File: src/rtl/dpsk_pkg.sv
package dpsk_pkg;
  localparam int SPS   = 10;
  localparam int CNT_W = $clog2(SPS);
  localparam int PH_W  = 3;
  localparam int GRP_W = 3;
  localparam int CAR_W = 12;
  localparam int CON_W = 12;

  typedef logic [PH_W-1:0] phase_t;
  typedef enum logic {MODE_QUAD = 1'b0, MODE_OCT = 1'b1} mode_e;

  // Gray group -> phase step in 45-degree units
  function automatic phase_t gray_step(mode_e m, logic [GRP_W-1:0] g);
    phase_t b;
    if (m == MODE_OCT) begin
      b[2] = g[2];
      b[1] = b[2] ^ g[1];
      b[0] = b[1] ^ g[0];
    end else begin
      b[2] = g[1];
      b[1] = g[1] ^ g[0];
      b[0] = 1'b0;
    end
    return b;
  endfunction
endpackage

File: src/rtl/dpsk_gather.sv
module dpsk_gather
  import dpsk_pkg::*;
(
  input  logic             clk_i,
  input  logic             rst_ni,
  input  mode_e            mode_i,
  input  logic             bit_valid_i,
  input  logic             bit_i,
  input  logic             sop_i,
  input  logic             last_i,
  input  logic             load_i,
  input  logic             idle_i,
  output logic             ready_o,
  output logic [GRP_W-1:0] grp_o,
  output logic             sop_o,
  output mode_e            mode_o,
  output logic             full_o,
  output logic             partial_o
);
  logic [1:0]       gcnt_q;
  logic [GRP_W-1:0] grp_q;
  logic             gsop_q, full_q;
  mode_e            mode_q;
  logic [1:0]       gmax;
  logic             accept;

  assign gmax   = (mode_q == MODE_OCT) ? 2'd2 : 2'd1;
  assign accept = bit_valid_i && !full_q;

  always_ff @(posedge clk_i or negedge rst_ni) begin
    if (!rst_ni) begin
      gcnt_q <= '0;
      grp_q  <= '0;
      gsop_q <= 1'b0;
      full_q <= 1'b0;
      mode_q <= MODE_QUAD;
    end else if (load_i) begin
      full_q <= 1'b0;
      grp_q  <= '0;
      gsop_q <= 1'b0;
      mode_q <= mode_i;
    end else begin
      if (idle_i && gcnt_q == 2'd0 && !full_q && !bit_valid_i)
        mode_q <= mode_i;
      if (accept) begin
        grp_q[gmax - gcnt_q] <= bit_i;
        gsop_q <= gsop_q | sop_i;
        if (gcnt_q == gmax || last_i) begin
          full_q <= 1'b1;
          gcnt_q <= '0;
        end else begin
          gcnt_q <= gcnt_q + 2'd1;
        end
      end
    end
  end

  assign ready_o   = !full_q;
  assign grp_o     = grp_q;
  assign sop_o     = gsop_q;
  assign mode_o    = mode_q;
  assign full_o    = full_q;
  assign partial_o = (gcnt_q != 2'd0);
endmodule

File: src/rtl/dpsk_phase.sv
module dpsk_phase
  import dpsk_pkg::*;
(
  input  logic             clk_i,
  input  logic             rst_ni,
  input  logic             full_i,
  input  logic [GRP_W-1:0] grp_i,
  input  logic             sop_i,
  input  mode_e            mode_i,
  output logic             load_o,
  output logic             idle_o,
  output logic             wrap_o,
  output logic             active_o,
  output phase_t           phase_o,
  output logic [CNT_W-1:0] cnt_o
);
  logic             active_q;
  logic [CNT_W-1:0] cnt_q;
  phase_t           phase_q;
  logic             wrap, load;

  assign wrap = active_q && (cnt_q == CNT_W'(SPS - 1));
  assign load = (!active_q || wrap) && full_i;

  always_ff @(posedge clk_i or negedge rst_ni) begin
    if (!rst_ni) begin
      active_q <= 1'b0;
      cnt_q    <= '0;
      phase_q  <= '0;
    end else if (load) begin
      phase_q  <= (sop_i ? phase_t'(0) : phase_q) + gray_step(mode_i, grp_i);
      cnt_q    <= '0;
      active_q <= 1'b1;
    end else if (wrap) begin
      active_q <= 1'b0;
      cnt_q    <= '0;
    end else if (active_q) begin
      cnt_q    <= cnt_q + CNT_W'(1);
    end
  end

  assign load_o   = load;
  assign idle_o   = !active_q;
  assign wrap_o   = wrap;
  assign active_o = active_q;
  assign phase_o  = phase_q;
  assign cnt_o    = cnt_q;
endmodule

File: src/rtl/dpsk_mixer.sv
module dpsk_mixer
  import dpsk_pkg::*;
#(
  parameter int OUT_W = 14,
  parameter int SHIFT = 9
) (
  input  logic                    clk_i,
  input  logic                    rst_ni,
  input  logic                    active_i,
  input  phase_t                  phase_i,
  input  logic [CNT_W-1:0]        cnt_i,
  output logic signed [OUT_W-1:0] samp_o,
  output logic                    valid_o
);
  localparam int SUM_W = CAR_W + CON_W + 1;
  localparam int OMAX  = 2**(OUT_W-1) - 1;
  localparam int OMIN  = -(2**(OUT_W-1));

  function automatic logic signed [CAR_W-1:0] car_cos(logic [CNT_W-1:0] n);
    case (n)
      0: return 12'sd2047;  1: return 12'sd1656;  2: return 12'sd633;
      3: return -12'sd633;  4: return -12'sd1656; 5: return -12'sd2047;
      6: return -12'sd1656; 7: return -12'sd633;  8: return 12'sd633;
      9: return 12'sd1656;  default: return '0;
    endcase
  endfunction

  function automatic logic signed [CAR_W-1:0] car_sin(logic [CNT_W-1:0] n);
    case (n)
      1: return 12'sd1203;  2: return 12'sd1947;  3: return 12'sd1947;
      4: return 12'sd1203;  6: return -12'sd1203; 7: return -12'sd1947;
      8: return -12'sd1947; 9: return -12'sd1203; default: return '0;
    endcase
  endfunction

  // constellation on a 1024 scale
  function automatic logic signed [CON_W-1:0] con_cos(phase_t p);
    case (p)
      0: return 12'sd1024; 1: return 12'sd724;   2: return 12'sd0;
      3: return -12'sd724; 4: return -12'sd1024; 5: return -12'sd724;
      6: return 12'sd0;    default: return 12'sd724;
    endcase
  endfunction

  function automatic logic signed [CON_W-1:0] con_sin(phase_t p);
    return con_cos(p - phase_t'(2));
  endfunction

  logic signed [SUM_W-1:0] prod_i, prod_q, diff, shr;
  logic signed [OUT_W-1:0] sat;

  always_comb begin
    prod_i = SUM_W'(con_cos(phase_i)) * SUM_W'(car_cos(cnt_i));
    prod_q = SUM_W'(con_sin(phase_i)) * SUM_W'(car_sin(cnt_i));
    diff   = prod_i - prod_q;
    shr    = diff >>> SHIFT;
    if (int'(shr) > OMAX)      sat = OUT_W'(OMAX);
    else if (int'(shr) < OMIN) sat = OUT_W'(OMIN);
    else                       sat = OUT_W'(shr);
  end

  always_ff @(posedge clk_i or negedge rst_ni) begin
    if (!rst_ni) begin
      samp_o  <= '0;
      valid_o <= 1'b0;
    end else begin
      samp_o  <= active_i ? sat : '0;
      valid_o <= active_i;
    end
  end
endmodule

File: src/rtl/dpsk_mod.sv
module dpsk_mod
  import dpsk_pkg::*;
#(
  parameter int OUT_W = 14,
  parameter int SHIFT = 9
) (
  input  logic                    clk_i,
  input  logic                    rst_ni,
  input  logic                    mode_i,
  input  logic                    bit_valid_i,
  input  logic                    bit_i,
  input  logic                    bit_sop_i,
  input  logic                    bit_last_i,
  output logic                    bit_ready_o,
  output logic signed [OUT_W-1:0] samp_o,
  output logic                    samp_valid_o
);
  logic [GRP_W-1:0] grp;
  logic             grp_sop, grp_full, grp_partial;
  mode_e            grp_mode;
  logic             load, idle, wrap, active;
  phase_t           phase;
  logic [CNT_W-1:0] cnt;

  dpsk_gather u_gather (
    .clk_i, .rst_ni,
    .mode_i      (mode_e'(mode_i)),
    .bit_valid_i,
    .bit_i,
    .sop_i       (bit_sop_i),
    .last_i      (bit_last_i),
    .load_i      (load),
    .idle_i      (idle),
    .ready_o     (bit_ready_o),
    .grp_o       (grp),
    .sop_o       (grp_sop),
    .mode_o      (grp_mode),
    .full_o      (grp_full),
    .partial_o   (grp_partial)
  );

  dpsk_phase u_phase (
    .clk_i, .rst_ni,
    .full_i   (grp_full),
    .grp_i    (grp),
    .sop_i    (grp_sop),
    .mode_i   (grp_mode),
    .load_o   (load),
    .idle_o   (idle),
    .wrap_o   (wrap),
    .active_o (active),
    .phase_o  (phase),
    .cnt_o    (cnt)
  );

  dpsk_mixer #(.OUT_W(OUT_W), .SHIFT(SHIFT)) u_mixer (
    .clk_i, .rst_ni,
    .active_i (active),
    .phase_i  (phase),
    .cnt_i    (cnt),
    .samp_o,
    .valid_o  (samp_valid_o)
  );
endmodule

File: config.mk
export PLATFORM = sky130hd
export DESIGN_NAME = dpsk_mod
export DESIGN_NICKNAME = d
export VERILOG_FILES = /design/src/rtl/dpsk_pkg.sv /design/src/rtl/dpsk_gather.sv /design/src/rtl/dpsk_phase.sv /design/src/rtl/dpsk_mixer.sv /design/src/rtl/dpsk_mod.sv
export SDC_FILE = /design/constraint.sdc
export NUM_CORES = 1
export LEC_CHECK = 0
export BUFFER_PORTS_ARGS = -buffer_cell sky130_fd_sc_hd__buf_2
export CAP_MARGIN = 15
export CORE_ASPECT_RATIO = 0.9
export CORE_UTILIZATION = 65
export CTS_BUF_LIST = sky130_fd_sc_hd__clkbuf_8
export CTS_CLUSTER_SIZE = 14
export DETAILED_ROUTE_END_ITERATION = 8
export HOLD_SLACK_MARGIN = 0.03
export PLACE_DENSITY_LB_ADDON = 0.1
export RECOVER_POWER = 25
export SLEW_MARGIN = 5
export SYNTH_ARGS = -nofsm -noshare
export SYNTH_HDL_FRONTEND = slang
export SYNTH_SLANG_ARGS = --single-unit
File: constraint.sdc
create_clock -name clk_i -period 19.2 [get_ports clk_i]
set_input_delay 2.88 -clock clk_i [delete_from_list [all_inputs] [get_ports clk_i]]
set_output_delay 2.88 -clock clk_i [all_outputs]
set_load 0.05 [all_outputs]
==> results of run 1 <==
## per-layer routing
metal	GRT usage [%]	vias up	wire [µm]	part of all wire, %
met5	0	-	0	0
met4	4.49	0	361	1.6
met3	6.24	18	1580	7.0
met2	46.8	206	10000	44
met1	47.6	3415	10600	47
li1	-	3243	-	-
## worst max path at each step
stage                         endpoint  depth (start not counted)               start  slack (ns)
floorplan            u_mixer.samp_o[2]                         27    u_phase.cnt_o[1]       11.01
global placement    u_mixer.samp_o[12]                         26    u_phase.cnt_o[3]        9.96
detailed placement  u_mixer.samp_o[10]                         26    u_phase.cnt_o[3]        9.96
CTS                  u_mixer.samp_o[1]                         28    u_phase.cnt_o[0]        9.92
global route         u_mixer.samp_o[1]                         28  u_phase.phase_o[0]        9.35
finish              u_mixer.samp_o[12]                         24  u_phase.phase_o[0]        9.79
## flip-flops by register name, indices dropped and copies added, names as in the netlist, 2 cells and up
signal / flops
u_phase.phase_o: 3
u_gather.gcnt_q: 2
u_mixer.samp_o: 14
u_gather.grp_o: 3
u_phase.cnt_o: 4
## Yosys cell counts (3+ instances only)
cell / n
xnor2_1: 36
o21ai_0: 26
o31ai_1: 4
clkbuf_1: 10
nor2b_1: 6
nand3_1: 18
nor2_1: 55
fa_1: 237
xor2_1: 15
a31oi_1: 4
a22o_1: 3
mux2_2: 3
mux2i_1: 7
o21a_1: 7
a21o_1: 28
dfrtp_1: 31
nand2_1: 61
ha_1: 107
inv_1: 339
and2_1: 13
nor3_1: 7
or2_2: 5
nand2b_1: 3
a21oi_1: 21
## metrics by stage
stage / setup slack, ns / instance area, µm² / std cells / hold slack [ns]
CTS: 9.92 / 10800 / 1306 / 0.538
global placement: 9.96 / 10700 / 1298 / 0.519
global route: 9.35 / 10800 / 1306 / 0.558
finish: 9.79 / 10800 / 1306 / 0.541
detailed placement: 9.96 / 10700 / 1298 / 0.528
floorplan: 11.01 / 10400 / 1084 / 0.457
## layout make-up
cell class	count	share of cell area (%)
sequential	31	7.19
tap	202	2.34
clock buffer	5	0.638
multi-input combinational	698	76.3
inverter	340	11.8
timing repair buffer	27	1.32
clock inverter	3	0.406
## layout by cell type, fill, tap and decap left out, types with 2 or more instances in the layout
cell type | synthesis | final
mux2_2 | 3 | 3
clkbuf_8 | 0 | 5
o31ai_1 | 4 | 4
o21bai_1 | 2 | 2
o21ai_0 | 26 | 26
a22o_1 | 3 | 3
nand3_1 | 18 | 18
ha_1 | 107 | 107
mux2i_1 | 7 | 7
xor2_1 | 15 | 15
a21oi_2 | 2 | 2
a21o_1 | 28 | 28
and2_1 | 13 | 13
a21oi_1 | 21 | 21
nor2b_1 | 6 | 6
o211ai_1 | 2 | 2
buf_2 | 0 | 21
a311oi_1 | 2 | 2
buf_4 | 0 | 4
clkbuf_1 | 10 | 2
fa_1 | 237 | 237
a211o_1 | 2 | 2
nand2_1 | 61 | 61
o21a_1 | 7 | 7
dfrtp_1 | 31 | 31
nor2_1 | 55 | 55
xnor2_1 | 36 | 36
nor4_1 | 2 | 2
or2_2 | 5 | 5
nor3_1 | 7 | 7
a31oi_1 | 4 | 4
nand2b_1 | 3 | 3
inv_1 | 339 | 339
or2b_1 | 2 | 2
## kinds of logic after synthesis
family | Yosys count | share of synthesized area (%)
multiplexers | 10 | 1.00
other | 1 | 0.0362
XOR/XNOR | 51 | 4.31
AO/OA/AOI/OAI | 113 | 7.51
buffers and inverters | 355 | 13.0
flip-flops | 31 | 7.49
adder cells (fa/ha/maj) | 344 | 58.8
AND/OR/NAND/NOR | 179 | 7.86
==> impl_metrics.env, run 1 <==
export IMPL_worst_pin_slew_ns=1.58
export IMPL_path_class="reg2reg"
export IMPL_netlist_area_leader_share_pct=45.8
export IMPL_hold_buffers=0
export IMPL_r2r_cells=24
export IMPL_synth_avg_cell_area_um2=9.55
export IMPL_antenna_found_initial=0
export IMPL_via_per_inst=5.27
export IMPL_syn_area_um2=10400
export IMPL_hold_end="u_gather.gcnt_q[0]"
export IMPL_die_h_um=122
export IMPL_yosysWarnings=0
export IMPL_drv_cap=1
export IMPL_diodes=0
export IMPL_track_usage_pct=31.0
export IMPL_dieWidth_um=135
export IMPL_cts_htree_levels=2
export IMPL_core_um2=15500
export IMPL_cts_buffer_depth=2
export IMPL_path_max_fanout=25
export IMPL_routedWlPerCell_um=17.3
export IMPL_outcome="complete, but fails checks"
export IMPL_whs_path_depth=1
export IMPL_grt_first_pass_wirelength_um=38100
export IMPL_clkTransAtPathRegs_ns=0.07
export IMPL_path_buf_inv=5
export IMPL_syn_to_final_growth_pct=4.21
export IMPL_nNetsFinal=1454
export IMPL_crit_family="adder cells"
export IMPL_violations="max-capacitance violations, max-slew violations"
export IMPL_fmax_ghz=0.106
export IMPL_start_kind="flip-flop"
export IMPL_synth_area_top_cells="fa_1 46%, ha_1 13%, inv_1 12%"
export IMPL_grt_ovfl_total=0
export IMPL_multi_input_area_um2=8230
export IMPL_dr_pass1_iters=5
export IMPL_ios=23
export IMPL_post_route_util_pct=69.6
export IMPL_slew_headroom_pct=-5.59
export IMPL_reg2reg_slack_ns=9.79
export IMPL_yosysTopAreaCell="fa_1"
export IMPL_wirelength_um=22600
export IMPL_r2r_end="u_mixer.samp_o[12]"
export IMPL_drive_gt1_share_pct=4.44
export IMPL_required_ns=19.42
export IMPL_cts_setup_buffers=0
export IMPL_grt_pass1_vias=7374
export IMPL_cts_tree="built"
export IMPL_synth_ff_type="dfrtp_1"
export IMPL_finalHoldViolCount=0
export IMPL_yosysSeqAreaShare_pct=7.49
export IMPL_fillCellCount=1261
export IMPL_crit_slowest_cell="clkbuf_1"
export IMPL_grt_setup_unrepaired="false"
export IMPL_fin_tns_setup_ns=0
export IMPL_portBuffers=22
export IMPL_numCtsBuffers=5
export IMPL_grt_max_degree=32
export IMPL_report_final_slew_viol_count=32
export IMPL_path_cells="clkbuf_1 -> inv_1 -> nor2_1 -> a21o_1 -> nand2_1 -> fa_1 -> fa_1 -> fa_1 -> fa_1 -> inv_1 -> fa_1 -> fa_1 -> inv_1 -> fa_1 -> inv_1 -> ha_1 -> a21o_1 -> a311oi_1 -> nor2_1 -> o21bai_1 -> o2111ai_2 -> or4_1 -> a41oi_2 -> a21o_1"
export IMPL_drtAntennaViolNets=0
export IMPL_synth_cells=1084
export IMPL_drcViolationCount=0
export IMPL_drt_initial_drc_count=366
export IMPL_fin_crit_ns=9.41
export IMPL_finalCritPeriodShare_pct=49.0
export IMPL_ff_latch_area_um2=776
export IMPL_cts_sinks=31
export IMPL_reg2reg_from="u_phase.phase_o[0]"
export IMPL_dieArea_um2=16400
export IMPL_gp_congestion=0.917
export IMPL_hold_start="u_gather.gcnt_q[0]"
export IMPL_dp_final_hpwl_um=20400
export IMPL_synth_async_sr_flop_share_pct=100
export IMPL_clk_latency_ns=0.28
export IMPL_synthesis_nets=1435
export IMPL_cts_resized=0
export IMPL_cp_common_cell="fa_1"
export IMPL_synth_edf_count=0
export IMPL_start_util_pct=66.8
export IMPL_setup_viol=0
export IMPL_synth_seq_cells=31
export IMPL_cp_arrival_ns=9.63
export IMPL_synth_cell_type_count=53
export IMPL_max_stage_delay_ns=0.93
export IMPL_num_vias=6882
export IMPL_finalClockSkew_ns=0.00964
export IMPL_end_kind="flip-flop"
export IMPL_clk_root_buffer_cell="clkbuf_8"
export IMPL_min_path_type="reg2reg"
export IMPL_rows=43
Power of run 1 is not shown: default switching activity piles up to over one toggle a cycle in this logic, so the estimate is an artifact.
==> run 2, diff against run 1 <==
Clock period 19.2 ns to 8.8 ns, I/O delays scaled along.
==> impl_metrics.env, run 2 (synthesis gave the netlist of run 1 again) <==
export IMPL_outcome="complete, but fails checks"
export IMPL_violations="max-capacitance violations, max-slew violations"
export IMPL_numCtsBuffers=5
export IMPL_dp_final_hpwl_um=21100
export IMPL_setup_viol=0
export IMPL_cts_htree_levels=2
export IMPL_required_ns=9.02
export IMPL_drtAntennaViolNets=0
export IMPL_fin_crit_ns=8.41
export IMPL_finalCritPeriodShare_pct=95.6
export IMPL_multi_input_area_um2=8260
export IMPL_hold_start="u_gather.gcnt_q[0]"
export IMPL_min_path_type="reg2reg"
export IMPL_core_um2=15500
export IMPL_end_kind="flip-flop"
export IMPL_stdcell_count=1328
export IMPL_report_final_slew_viol_count=32
export IMPL_via_per_inst=5.30
export IMPL_grt_pass1_vias=7490
export IMPL_die_h_um=122
export IMPL_drt_initial_drc_count=383
export IMPL_final_common_cell="inv_1"
export IMPL_crit_family="adder cells"
export IMPL_crit_slowest_cell="fa_1"
export IMPL_hold_buffers=0
export IMPL_fin_tns_setup_ns=0
export IMPL_cts_tree="built"
export IMPL_largest_reg_flops=14
export IMPL_cp_common_cell="fa_1"
export IMPL_num_vias=7040
export IMPL_portBuffers=22
export IMPL_diodes=0
export IMPL_dr_pass1_iters=5
export IMPL_path_class="reg2reg"
export IMPL_grt_max_degree=32
export IMPL_cp_arrival_ns=8.63
export IMPL_drive_gt1_share_pct=6.66
export IMPL_r2r_cells=28
export IMPL_rows=43
export IMPL_antenna_found_initial=0
export IMPL_track_usage_pct=31.6
export IMPL_dieArea_um2=16400
export IMPL_max_stage_delay_ns=0.56
export IMPL_grt_ovfl_total=0
export IMPL_cts_buffer_depth=2
export IMPL_reg2reg_from="u_phase.cnt_o[1]"
export IMPL_ff_latch_area_um2=777
export IMPL_layout_common_cells="340 x inv_1, 237 x fa_1, 107 x ha_1, 61 x nand2_1, 54 x nor2_1"
export IMPL_place_inst=1319
export IMPL_fmax_ghz=0.119
export IMPL_slew_headroom_pct=-7.69
export IMPL_wirelength_um=23100
export IMPL_finalHoldViolCount=0
export IMPL_cts_sinks=31
export IMPL_gp_congestion=0.923
export IMPL_clk_root_buffer_cell="clkbuf_8"
export IMPL_routedWlPerCell_um=17.4
export IMPL_top_register="u_mixer.samp_o"
export IMPL_grt_first_pass_wirelength_um=38800
export IMPL_start_kind="flip-flop"
export IMPL_clkTransAtPathRegs_ns=0.07
export IMPL_drv_cap=1
export IMPL_start_util_pct=66.8
export IMPL_whs_path_depth=1
export IMPL_syn_to_final_growth_pct=6.02
export IMPL_ios=23
export IMPL_hold_end="u_gather.gcnt_q[0]"
export IMPL_worst_pin_slew_ns=1.62
export IMPL_dieWidth_um=135
export IMPL_path_max_fanout=13
export IMPL_drcViolationCount=0
export IMPL_finalClockSkew_ns=0.00395
export IMPL_clk_latency_ns=0.28
export IMPL_reg2reg_slack_ns=0.39
export IMPL_r2r_end="u_mixer.samp_o[0]"
export IMPL_fillCellCount=1225
export IMPL_path_buf_inv=7
export IMPL_nNetsFinal=1476
run 2: layer usage:
metal	track usage (%)	up-vias	part of all wire (%)
li1	-	3294	-
met1	47.4	3504	46
met2	48.7	215	46
met3	5.66	27	6.8
met4	5.83	0	1.8
met5	0	-	0
run 2: final cells by class:
type,instances,area share [%]
clock buffer,5,0.627
multi-input combinational,698,75.3
sequential,31,7.08
timing repair buffer,49,2.94
clock inverter,3,0.148
inverter,340,11.6
tap,202,2.30
run 2: what timing repair did:
action,in CTS,in global routing
setup endpoints to repair,13,13
pin swaps,0,1
setup buffers,0,1
resized for setup,1,7
run 2: through the flow:
step                      utilization, %  hold slack [ns]  worst slack, ns  area [µm²]
after global placement              69.9            0.517          -0.0977       10800
after detailed placement            69.9            0.531           -0.171       10800
after CTS                           70.5            0.549           0.0654       10900
after floorplan                        -            0.457            0.615       10400
after global routing                70.8            0.596          -0.0165       11000
final                               70.8            0.545            0.391       11000
run 2: how the worst max path moves through the flow:
stage                     startpoint                  to  slack (ns)  cells after the start
floorplan           u_phase.cnt_o[1]   u_mixer.samp_o[2]        0.61                     27
global placement    u_phase.cnt_o[1]  u_mixer.samp_o[12]        -0.1                     27
detailed placement  u_phase.cnt_o[1]  u_mixer.samp_o[12]       -0.17                     27
CTS                 u_phase.cnt_o[1]  u_mixer.samp_o[12]        0.07                     27
global route        u_phase.cnt_o[1]   u_mixer.samp_o[4]       -0.02                     28
finish              u_phase.cnt_o[1]   u_mixer.samp_o[0]        0.39                     28
run 2: worst reg2reg max path, delay by kind of cell, from the launching register on:
kind            cells  cell delay [ns]
fa+ha+maj           9             4.07
compound gates      8             1.81
flops               1             0.52
simple gates        4             0.86
buf+inv             7             1.07
Power of run 2 is left out for the same reason.
==> run 3, diff against run 2 <==
Settings changed: SYNTH_HIERARCHICAL set to 1.
Clock period 8.8 ns to 8.88 ns, I/O delays scaled along.
==> impl_metrics.env, run 3 <==
export IMPL_outcome="complete, but fails checks"
export IMPL_violations="max-capacitance violations, max-slew violations"
export IMPL_drt_initial_drc_count=294
export IMPL_dieArea_um2=16900
export IMPL_track_usage_pct=31.4
export IMPL_gp_congestion=0.910
export IMPL_top_register="u_mixer/samp_o"
export IMPL_min_path_type="reg2reg"
export IMPL_stdcell_count=1324
export IMPL_place_inst=1312
export IMPL_synth_avg_cell_area_um2=9.78
export IMPL_final_common_cell="inv_1"
export IMPL_clk_latency_ns=0.29
export IMPL_finalCritPeriodShare_pct=95.0
export IMPL_cts_buffer_depth=2
export IMPL_syn_to_final_growth_pct=4.85
export IMPL_layout_common_cells="331 x inv_1, 239 x fa_1, 104 x ha_1, 49 x nand2_1, 44 x nor2_1"
export IMPL_dieWidth_um=137
export IMPL_hold_buffers=0
export IMPL_setup_viol=0
export IMPL_nNetsFinal=1466
export IMPL_via_per_inst=5.33
export IMPL_path_class="reg2reg"
export IMPL_largest_reg_flops=14
export IMPL_required_ns=9.06
export IMPL_ios=23
export IMPL_finalClockSkew_ns=0.00767
export IMPL_dr_pass1_iters=7
export IMPL_holdWs_ns=0.575
export IMPL_synthesis_nets=1442
export IMPL_grt_ovfl_total=0
export IMPL_clkTransAtPathRegs_ns=0.07
export IMPL_grt_pass1_vias=7569
export IMPL_worst_pin_slew_ns=1.67
export IMPL_diodes=0
export IMPL_place_ws_ns=-0.000997
export IMPL_grt_setup_unrepaired="false"
export IMPL_dp_final_hpwl_um=21100
export IMPL_crit_slowest_cell="fa_1"
export IMPL_num_vias=7059
export IMPL_clk_root_buffer_cell="clkbuf_8"
export IMPL_drv_cap=1
export IMPL_cts_sinks=31
export IMPL_report_final_slew_viol_count=32
export IMPL_slew_headroom_pct=-11.4
export IMPL_die_h_um=124
export IMPL_yosysWarnings=6
export IMPL_rows=44
export IMPL_portBuffers=22
export IMPL_start_util_pct=66.4
export IMPL_wirelength_um=23700
export IMPL_setup_ws_ns=0.440
export IMPL_cts_tree="built"
export IMPL_core_um2=16100
export IMPL_routedWlPerCell_um=17.9
export IMPL_end_kind="flip-flop"
export IMPL_drcViolationCount=0
export IMPL_synth_cells=1092
export IMPL_fin_crit_ns=8.44
export IMPL_cts_htree_levels=2
export IMPL_drtAntennaViolNets=0
export IMPL_fin_tns_setup_ns=0
export IMPL_fmax_ghz=0.118
export IMPL_finalHoldViolCount=0
export IMPL_syn_area_um2=10700
export IMPL_antenna_found_initial=0
export IMPL_max_stage_delay_ns=0.60
export IMPL_path_max_fanout=13
export IMPL_cp_arrival_ns=8.62
export IMPL_fillCellCount=1264
export IMPL_drive_gt1_share_pct=8.33
export IMPL_grt_first_pass_wirelength_um=39500
export IMPL_start_kind="flip-flop"
export IMPL_grt_max_degree=32
export IMPL_numCtsBuffers=5
## run 3: worst max-delay path, delay by kind of cell, from the launching register on
family	cells	cell delay (ns)
buf+inv	7	1.02
flops	1	0.43
fa+ha+maj	9	4.07
simple gates	5	1.26
compound gates	8	1.56
## run 3: cell type report
cell class	count	area (µm²)	share of cell area [%]
multi-input combinational	704	8550	76.4
inverter	330	1240	11.1
sequential	31	777	6.94
timing repair buffer	44	287	2.56
tap	207	259	2.31
clock buffer	5	68.8	0.615
clock inverter	3	12.5	0.112
## run 3: path summary, 6_finish.rpt
path                                  start           endpoint  slack [ns]  cells after the start
max                        u_phase/cnt_o[0]  u_mixer/samp_o[0]        0.44                     29
min                          u_gather/sop_o     u_gather/sop_o        0.58                      2
max reg2reg                u_phase/cnt_o[0]  u_mixer/samp_o[0]        0.44                     29
min reg2reg                  u_gather/sop_o     u_gather/sop_o        0.58                      2
max in group asynchronous            rst_ni   u_phase/cnt_o[0]        6.32                      1
min in group asynchronous            rst_ni   u_phase/cnt_o[3]        1.47                      1
## run 3: repair_timing
item	in CTS	in global routing
buffers inserted	0	4
endpoints found under the setup margin	0	13
gates resized for setup	0	9
## run 3: metrics by stage
step	area [µm²]	util, %
after floorplan	10700	-
after global placement	11000	68.7
after detailed placement	11000	68.7
after CTS	11100	69.2
after global routing	11200	69.6
final	11200	69.6
## run 3: routing by layer
| layer | wire [µm] | GRT usage, % | share of wire [%] | vias up |
|---|---|---|---|---|
| met2 | 10900 | 49.8 | 46 | 194 |
| met3 | 1630 | 5.62 | 6.9 | 25 |
| met4 | 434 | 5.77 | 1.8 | 0 |
| li1 | - | - | - | 3341 |
| met5 | 0 | 0 | 0 | - |
| met1 | 10700 | 46.1 | 45 | 3499 |
Power of run 3 is left out for the same reason.
